File: src/rtl/smbto_pkg.sv
package smbto_pkg;

    localparam int unsigned THR_W = 12;

    typedef enum logic {
        HOLD_LOW  = 1'b0,
        HOLD_IDLE = 1'b1
    } hold_mode_e;

    typedef struct packed {
        logic              en;
        hold_mode_e        mode;
        logic [THR_W-1:0]  thr;
    } hold_cfg_t;

    typedef struct packed {
        logic              en;
        logic [THR_W-1:0]  thr;
    } ext_cfg_t;

endpackage

File: src/rtl/smbto_cfg.sv
module smbto_cfg
    import smbto_pkg::*;
(
    input  logic             clk_i,
    input  logic             rst_ni,
    input  logic             wr_a_i,
    input  logic             en_a_i,
    input  logic             idle_a_i,
    input  logic [THR_W-1:0] thr_a_i,
    input  logic             wr_b_i,
    input  logic             en_b_i,
    input  logic [THR_W-1:0] thr_b_i,
    output hold_cfg_t        hold_o,
    output ext_cfg_t         ext_o
);

    typedef struct packed {
        hold_cfg_t hold;
        ext_cfg_t  ext;
    } cfg_state_t;

    cfg_state_t st_d, st_q;

    always_comb begin
        st_d = st_q;
        if (wr_a_i) begin
            st_d.hold.en = en_a_i;
            if (!st_q.hold.en) begin
                st_d.hold.mode = hold_mode_e'(idle_a_i);
                st_d.hold.thr  = thr_a_i;
            end
        end
        if (wr_b_i) begin
            st_d.ext.en = en_b_i;
            if (!st_q.ext.en) begin
                st_d.ext.thr = thr_b_i;
            end
        end
    end

    always_ff @(posedge clk_i or negedge rst_ni) begin
        if (!rst_ni) st_q <= '0;
        else         st_q <= st_d;
    end

    assign hold_o = st_q.hold;
    assign ext_o  = st_q.ext;

    assert_lock_a_R8: assert property (@(posedge clk_i) disable iff (!rst_ni)
        st_q.hold.en |=> ($stable(st_q.hold.thr) && $stable(st_q.hold.mode)));

    assert_lock_b_R8: assert property (@(posedge clk_i) disable iff (!rst_ni)
        st_q.ext.en |=> $stable(st_q.ext.thr));

endmodule

File: src/rtl/smbto_meas.sv
module smbto_meas #(
    parameter int unsigned PRE_W = 11,
    parameter int unsigned CNT_W = 12
) (
    input  logic             clk_i,
    input  logic             rst_ni,
    input  logic             count_i,
    input  logic             clear_i,
    input  logic [PRE_W-1:0] pre_last_i,
    input  logic [CNT_W-1:0] thr_i,
    output logic             hit_o
);

    typedef struct packed {
        logic [PRE_W-1:0] pre;
        logic [CNT_W-1:0] units;
        logic             fired;
    } meas_state_t;

    meas_state_t st_d, st_q;
    logic tick;

    always_comb begin
        st_d  = st_q;
        tick  = count_i && (st_q.pre == pre_last_i);
        hit_o = tick && (st_q.units == thr_i) && !st_q.fired && !clear_i;
        if (clear_i) begin
            st_d = '0;
        end else if (count_i) begin
            st_d.pre = tick ? '0 : st_q.pre + 1'b1;
            if (tick && (st_q.units != thr_i)) st_d.units = st_q.units + 1'b1;
            if (hit_o) st_d.fired = 1'b1;
        end
    end

    always_ff @(posedge clk_i or negedge rst_ni) begin
        if (!rst_ni) st_q <= '0;
        else         st_q <= st_d;
    end

    assert_single_hit_R10: assert property (@(posedge clk_i) disable iff (!rst_ni)
        hit_o |=> !hit_o);

    assert_units_bounded_R6: assert property (@(posedge clk_i) disable iff (!rst_ni)
        st_q.units <= thr_i);

endmodule

File: src/rtl/smbus_timeout_det.sv
module smbus_timeout_det
    import smbto_pkg::*;
#(
    parameter int unsigned LONG_SHIFT = 11,
    parameter int unsigned IDLE_SHIFT = 2
) (
    input  logic             clk_i,
    input  logic             rst_ni,
    input  logic             scl_i,
    input  logic             sda_i,
    input  logic             stretch_i,
    input  logic             start_i,
    input  logic             stop_i,
    input  logic             wr_a_i,
    input  logic             wdat_a_en_i,
    input  logic             wdat_a_idle_i,
    input  logic [THR_W-1:0] wdat_a_thr_i,
    input  logic             wr_b_i,
    input  logic             wdat_b_en_i,
    input  logic [THR_W-1:0] wdat_b_thr_i,
    input  logic             clr_i,
    output logic             timeout_o,
    output logic             cfg_a_en_o,
    output logic             cfg_a_idle_o,
    output logic [THR_W-1:0] cfg_a_thr_o,
    output logic             cfg_b_en_o,
    output logic [THR_W-1:0] cfg_b_thr_o
);

    localparam int unsigned PRE_W    = LONG_SHIFT;
    localparam int unsigned LONG_DIV = 1 << LONG_SHIFT;
    localparam int unsigned IDLE_DIV = 1 << IDLE_SHIFT;
    localparam logic [PRE_W-1:0] LONG_LAST = PRE_W'(LONG_DIV - 1);
    localparam logic [PRE_W-1:0] IDLE_LAST = PRE_W'(IDLE_DIV - 1);

    hold_cfg_t hold_cfg;
    ext_cfg_t  ext_cfg;

    smbto_cfg u_cfg (
        .clk_i    (clk_i),
        .rst_ni   (rst_ni),
        .wr_a_i   (wr_a_i),
        .en_a_i   (wdat_a_en_i),
        .idle_a_i (wdat_a_idle_i),
        .thr_a_i  (wdat_a_thr_i),
        .wr_b_i   (wr_b_i),
        .en_b_i   (wdat_b_en_i),
        .thr_b_i  (wdat_b_thr_i),
        .hold_o   (hold_cfg),
        .ext_o    (ext_cfg)
    );

    logic hold_cond, hold_count, hold_clear, hold_hit;
    logic ext_count, ext_clear, ext_hit;
    logic [PRE_W-1:0] hold_last;

    always_comb begin
        hold_cond  = (hold_cfg.mode == HOLD_IDLE) ? (scl_i && sda_i) : !scl_i;
        hold_count = hold_cfg.en && hold_cond;
        hold_clear = !hold_count;
        hold_last  = (hold_cfg.mode == HOLD_IDLE) ? IDLE_LAST : LONG_LAST;
        ext_count  = ext_cfg.en && stretch_i;
        ext_clear  = !ext_cfg.en || start_i || stop_i;
    end

    smbto_meas #(.PRE_W(PRE_W), .CNT_W(THR_W)) u_hold (
        .clk_i      (clk_i),
        .rst_ni     (rst_ni),
        .count_i    (hold_count),
        .clear_i    (hold_clear),
        .pre_last_i (hold_last),
        .thr_i      (hold_cfg.thr),
        .hit_o      (hold_hit)
    );

    smbto_meas #(.PRE_W(PRE_W), .CNT_W(THR_W)) u_ext (
        .clk_i      (clk_i),
        .rst_ni     (rst_ni),
        .count_i    (ext_count),
        .clear_i    (ext_clear),
        .pre_last_i (LONG_LAST),
        .thr_i      (ext_cfg.thr),
        .hit_o      (ext_hit)
    );

    logic flag_d, flag_q;

    always_comb begin
        flag_d = flag_q;
        if (hold_hit || ext_hit) flag_d = 1'b1;
        else if (clr_i)          flag_d = 1'b0;
    end

    always_ff @(posedge clk_i or negedge rst_ni) begin
        if (!rst_ni) flag_q <= 1'b0;
        else         flag_q <= flag_d;
    end

    assign timeout_o    = flag_q;
    assign cfg_a_en_o   = hold_cfg.en;
    assign cfg_a_idle_o = (hold_cfg.mode == HOLD_IDLE);
    assign cfg_a_thr_o  = hold_cfg.thr;
    assign cfg_b_en_o   = ext_cfg.en;
    assign cfg_b_thr_o  = ext_cfg.thr;

    assert_flag_sticky_R9: assert property (@(posedge clk_i) disable iff (!rst_ni)
        (flag_q && !clr_i) |=> flag_q);

    assert_hit_sets_R9: assert property (@(posedge clk_i) disable iff (!rst_ni)
        (hold_hit || ext_hit) |=> flag_q);

    assert_disabled_quiet_R11: assert property (@(posedge clk_i) disable iff (!rst_ni)
        (!hold_cfg.en |-> !hold_hit) and (!ext_cfg.en |-> !ext_hit));

    assert_idle_needs_high_R5: assert property (@(posedge clk_i) disable iff (!rst_ni)
        (hold_hit && hold_cfg.mode == HOLD_IDLE) |-> (scl_i && sda_i));

endmodule

File: config.mk
export PLATFORM = sky130hd
export DESIGN_NAME = smbus_timeout_det
export DESIGN_NICKNAME = d
export VERILOG_FILES = /design/src/rtl/smbto_pkg.sv /design/src/rtl/smbto_cfg.sv /design/src/rtl/smbto_meas.sv /design/src/rtl/smbus_timeout_det.sv
export SDC_FILE = /design/constraint.sdc
export NUM_CORES = 1
export LEC_CHECK = 0
export ABC_CLOCK_PERIOD_IN_PS = 2600
export BUFFER_PORTS_ARGS = -buffer_cell sky130_fd_sc_hd__buf_2
export CAP_MARGIN = 5
export CORE_ASPECT_RATIO = 0.5
export CORE_MARGIN = 2
export CORE_UTILIZATION = 56
export DETAILED_ROUTE_END_ITERATION = 8
export GPL_TIMING_DRIVEN = 0
export PLACE_DENSITY = 0.79
export SLEW_MARGIN = 20
export SYNTH_ARGS = -nofsm -noshare
export SYNTH_HDL_FRONTEND = slang
export SYNTH_SLANG_ARGS = --single-unit
File: constraint.sdc
create_clock -name clk_i -period 2.6 [get_ports clk_i]
set_input_delay 0.13 -clock clk_i [delete_from_list [all_inputs] [get_ports clk_i]]
set_output_delay 0.13 -clock clk_i [all_outputs]
set_load 0.01 [all_outputs]
==> metrics.txt, run 1 <==
status=completed; Max clock buf depth=2; number of global-route vias before repair=3179; Fmax=419 MHz; setup TNS=0 ps; Syn Inst Count=369; CTS tree=done; Layout area overhead=19.9%; Routed WL=8450 µm; r2r setup slk=220 ps; vias after detailed routing=3111; unrepaired setup endpoints after global routing=false; Worst EP required=2790 ps; complex-gate fraction of the synthesized area=8.56%; first-pass GRT wire length=14500 µm; met1 usage=30.4%; Seq cells post-synth=76; Clk Latency, worst-skew pair=340 ps; Sink Count=76; routability cong.=0.824; antenna diode count=0; post-synthesis sequential area ratio=49.1%; Remaining DRCs=0; Post-CTS Setup Bufs=0; post-route cell area=4640 µm²; mean post-synth cell area=10.5 µm²; Final WS setup=216 ps; ys async rst share=100%; Post-DP Area=4340 µm²; Worst VDD drop=0.000480 V; xor/xnor cell area share of the yosys netlist=9.27%; layout cells sized above 1=25.7%; Yosys cell types=45; Least-Margin Pin Slew=766 ps; Pleak=2.08 nW; pre-CTS WS=251 ps; worst path arrival time=2580 ps; Clock transition at path regs=60 ps; hpwl dp=5960 µm; Setup violations, final=0; Slew Limit Fails=0; root buf cell=clkbuf_16; Pwr Density=641 nW/µm²; Inst Count DP=526; Layout Utilization=69.3%; simple-gate share of the synthesized area=21.7%; max cap viols=0; worst hold slack=20.7 ps; met2 GRT Util=41.1%; IO Pins=65; post-route antenna net violation count=0; class of the worst hold path=input port to flip-flop; DRT iter0 DRCs=188; Post-Syn Nets=410; drt pass-1 iters=4; largest net degree at the start of global routing=48; multiplexer share of the synthesized area=8.10%; H-tree depth=3; Post-synth EDFFs=0; Port Buffers=64; WL/cell=15.6 µm; Final Hold Viols=0; YS warnings=0; CTS buffer count=9; Post-Syn Area=3870 µm²; Final Non-Filler Cells=543; row cnt=21; core region area=6700 µm²; PnR Total Power=2.98 mW; starting density of the core=57.8%; kind of critical path=flip-flop to flip-flop; # fillers=536; main combinational cell family by area after synthesis=simple AND/OR/NAND/NOR gates; grt ovf=0; Total Die Area=7640 µm²; main flop type after synthesis=dfrtp_1; gr usage total=23.9%; Tcrit/Tclk final=91.7%; Critical Path Start Type=flip-flop; Die X=122 µm; clk_skew=6.65 ps; Final #Nets=487; crit path max fanout=10; vias per inst=5.73; Die Y-Extent=62.8 µm; Most Crowded Layer GR=met2; met3 GRT Util=5.93%; Final min period=2380 ps; Synth Area in Adders=1.29%; crit end category=flip-flop; Slew HR=48.2%; initial antenna violation count=0
critical path, stage by stage, from the launching register on:
cell and delay (ps):
dfrtp_1 390, ha_1 220, nand4_1 130, or4_4 550
and2_4 180, buf_6 120, clkbuf_1 220, o31ai_1 320
a21oi_1 110
flip-flops by register name (all words and copies together), names as in the netlist:
| signal | cells |
|---|---|
| u_hold.st_q | 24 |
| timeout_o | 1 |
| u_cfg.ext_o | 13 |
| u_cfg.hold_o | 14 |
| u_ext.st_q | 24 |
per-layer routing:
layer,wire [µm],part of all wire (%),vias to the layer above
li1,-,-,1506
met1,3750,44,1488
met2,4140,49,109
met3,518,6.1,8
met4,48,0.57,0
met5,0,0,-
report_power, final:
group	internal (mW)	switching, mW	leakage (nW)
combinational	0.197	0.200	0.953
sequential	1.27	0.0873	0.999
clock	0.741	0.484	0.131
total	2.20	0.771	2.08
final timing paths:
check / from / endpoint / cells after the start
min in group asynchronous: rst_ni / u_ext.st_q[5]$_DFFE_PN0P_ / 2
min reg2reg: u_hold.st_q[0]$_DFFE_PN0P_ / u_hold.st_q[0]$_DFFE_PN0P_ / 2
max: u_ext.st_q[13]$_DFFE_PN0P_ / u_ext.st_q[9]$_DFFE_PN0P_ / 8
min: wdat_a_en_i / u_cfg.hold_o[13]$_DFFE_PN0P_ / 2
max reg2reg: u_ext.st_q[13]$_DFFE_PN0P_ / u_ext.st_q[9]$_DFFE_PN0P_ / 8
max in group asynchronous: rst_ni / u_hold.st_q[17]$_DFF_PN0_ / 3
repair_timing:
| action | 4_1_cts | 5_1_grt |
|---|---|---|
| endpoints found under the hold margin | 29 | 0 |
| hold buffers | 1 | 0 |
| resized for setup | 0 | 0 |
cell type report:
type	instances	area (µm²)	area share [%]
tap	92	115	2.48
buffer	14	62.6	1.35
clock inverter	6	65.1	1.40
inverter	4	15.0	0.323
multi-input combinational	275	1900	40.8
clock buffer	10	229	4.93
sequential	76	1900	40.9
timing repair buffer	66	360	7.76
Yosys cell counts, types with 11 or more instances:
cell	number	area share (%)
nand2_1	23	2.2
xor2_1	36	8.1
nand3_1	26	3.4
nor2_1	29	2.8
and3_1	11	1.8
mux2_2	27	7.8
dfrtp_1	76	49
nand4_1	11	1.8
a21oi_1	14	1.8
clkbuf_1	11	1.1
o21ai_0	12	1.5
o31ai_1	13	2.5
or4_1	16	3.1
logic make-up after synthesis:
| kind of cell | count (synthesis) |
|---|---|
| AOI/OAI and AO/OA | 51 |
| DFF | 76 |
| and+or+nand+nor | 151 |
| adders and majority gates | 4 |
| muxes | 28 |
| buffers and inverters | 18 |
| xor gates and xnor gates | 41 |
cells in the final DEF, fill, tap and decap left out, types with 9 or more instances in the layout:
cell       instances
o31ai_1           13
clkbuf_1          12
nand2_1           23
nand4_1           11
buf_2             65
clkbuf_16          9
or4_1             16
nor2_1            29
mux2_2            27
o21ai_0           12
nand3_1           26
dfrtp_1           76
xor2_1            36
and3_1            11
a21oi_1           14
No activity file was read; power rests on OpenSTA's default activity.
==> inputs of run 2 (changes only) <==
Settings changed: ABC_CLOCK_PERIOD_IN_PS 2600 to 2760, CORE_UTILIZATION 56 to 61, PLACE_DENSITY 0.79 to 0.86.
Clock period 2.6 ns to 2.76 ns, I/O delays scaled along.
==> run 2 against run 1 <==
Core utilization increased by 7.0 points. Routed wire length increased by 9.8%. Clock skew decreased by 3.6 ps. Cell area increased by 0.27%. Flip-flop and latch count unchanged. Setup slack improved by 100 ps. Sequential power decreased by 5%. Critical path depth unchanged. Global-route usage increased by 4.9 points. Largest cell class unchanged.
==> metrics.txt, run 2 (synthesis results as in run 1) <==
WL/cell=17.2 µm (+11%); H-tree depth=3 (unchanged); routability cong.=0.932 (+13%); Net Sw Frac=25.0% (-0.96 points); Routed WL=9280 µm (+9.8%); grt ovf=0 (unchanged); Fmax=410 MHz (-2.4%); first-pass GRT wire length=15500 µm (+6.7%); Die X=117 µm (-4.0%); initial antenna violation count=0 (unchanged); Clock transition at path regs=60 ps (about the same); Remaining DRCs=0 (unchanged); Critical Path Start Type=flip-flop; starting density of the core=63.5% (+5.6 points); crit path cell chain=ha_1, nand4_1, or4_4, and2_4, buf_6, clkbuf_1, o31ai_1, a21oi_1; commonest non-fill, non-tap cell in the layout=dfrtp_1; Seq pwr share=43.7% (-1.8 points); Final #Nets=487 (unchanged); row cnt=20 (-4.8%); post-route cell area=4660 µm² (+0.27%); P_int=2.19 mW (-0.50%); Final WS setup=318 ps (+103 ps); IO Pins=65 (unchanged); P_sw=0.729 mW (-5.4%); antenna diode count=0 (unchanged); Slew HR=46.6% (-1.6 points); Worst path slowest cell=or4_4; post-route antenna net violation count=0 (unchanged); PnR Total Power=2.92 mW (-1.8%); Sink Count=76 (unchanged); status=completed; pre-CTS WS=368 ps (+117 ps); Post-DP Area=4330 µm² (-0.29%); setup TNS=0 ps (unchanged); hpwl dp=6490 µm (+8.9%); CTS tree=done; CP peak stage delay=560 ps (about the same); Clk Latency, worst-skew pair=340 ps (about the same); Total Die Area=7040 µm² (-7.8%); drt pass-1 iters=6 (+2); Worst EP required=2960 ps (+170 ps); Die Y-Extent=60.4 µm (-3.9%); most frequent cells in the layout=76 x dfrtp_1, 65 x buf_2, 36 x xor2_1; max cap viols=0 (unchanged); CTS resizes=0 (unchanged); Slew Limit Fails=0 (unchanged); DRT iter0 DRCs=282 (+50%); worst path arrival time=2640 ps (+60 ps); root buf cell=clkbuf_16; layout cells sized above 1=25.5% (-0.22 points); Pwr Density=628 nW/µm² (-2.0%); crit end category=flip-flop; Worst VDD drop=0.000470 V (-2.1%); Setup violations, final=0 (unchanged); Port Buffers=64 (unchanged); number of global-route vias before repair=3332 (+4.8%); crit path max fanout=10 (unchanged); CTS buffer count=9 (unchanged); Layout Utilization=76.3% (+7.0 points); Logic pwr share=13.0% (-0.3 points); Final Hold Viols=0 (unchanged); kind of critical path=flip-flop to flip-flop; Tcrit/Tclk final=88.5% (-3.2 points); class of the worst hold path=input port to flip-flop; unrepaired setup endpoints after global routing=false; largest net degree at the start of global routing=41 (-15%); Least-Margin Pin Slew=790 ps (+23.3 ps); Pleak=2.10 nW (+0.90%); clk_skew=3.07 ps (-3.59 ps); gr usage total=28.8% (+4.9 points); Max clock buf depth=2 (unchanged); core region area=6110 µm² (-8.9%); vias after detailed routing=3288 (+5.7%); vias per inst=6.10 (+6.5%); Final min period=2440 ps (+57.5 ps); clock network fraction of total power=43.3% (+2.1 points); Layout area overhead=20.2%
[run 2: cell types whose count changed in the layout (fill, tap and decap cells not counted), sizes merged]
| cell | delta |
|---|---|
| bufinv | +1 |
| clkinvlp | -3 |
| clkbuf | +2 |
[run 2: final timing paths]
path                                            start                          end  slack (ps)  cells after the start
max                        u_ext.st_q[13]$_DFFE_PN0P_    u_ext.st_q[7]$_DFFE_PN0P_         320                      8
min                                   wdat_a_thr_i[8]  u_cfg.hold_o[8]$_DFFE_PN0P_          30                      2
max reg2reg                u_ext.st_q[13]$_DFFE_PN0P_    u_ext.st_q[7]$_DFFE_PN0P_         320                      8
min reg2reg                 u_hold.st_q[13]$_DFF_PN0_    u_hold.st_q[13]$_DFF_PN0_         470                      1
max in group asynchronous                      rst_ni  u_hold.st_q[12]$_DFFE_PN0P_        1870                      3
min in group asynchronous                      rst_ni   u_cfg.ext_o[4]$_DFFE_PN0P_         310                      2
[run 2: area by class of cell]
class                           count  area, µm²
Timing Repair Buffer               66        353
Fill cell                         425       1450
Buffer                             14       62.6
Inverter                            4       15.0
Sequential cell                    76       1900
Multi-Input combinational cell    275       1900
Tap cell                           88        110
Clock buffer                       12        246
Clock inverter                      4       72.6
[run 2: power groups by stage]
stage	Clock (mW)	Sequential (mW)	Combinational, mW
after floorplan	0	1.32	0.177
final	1.27	1.28	0.379
after global placement	0	1.29	0.358
after CTS	1.28	1.28	0.382
after global routing	1.34	1.29	0.416
after detailed placement	0	1.30	0.376
[run 2: critical path, delay by kind of cell (launching register included)]
kind | cells | cell delay (ps)
fa+ha+maj | 1 | 230
buf+inv | 2 | 340
compound gates | 2 | 430
simple gates | 3 | 900
flops | 1 | 390
[run 2: metrics by stage]
step	instances	hold WS, ps
5_1_grt	539	24.3
3_3_place_gp	521	370
2_1_floorplan	369	-158
6_report	539	29.3
3_5_place_dp	522	132
4_1_cts	539	24.2
[run 2: layer usage]
layer	track usage, %	up-vias	routed length, µm
li1	-	1511	-
met1	35.1	1593	3850
met2	50.4	160	4620
met3	8.99	24	651
met4	9.58	0	160
met5	0	-	0
[run 2: timing repair]
action | 4_1_cts | 5_1_grt
endpoints found under the hold margin | 36 | 0
setup buffers | 0 | 0
hold buffers | 1 | 0
endpoints found under the setup margin | 0 | 0
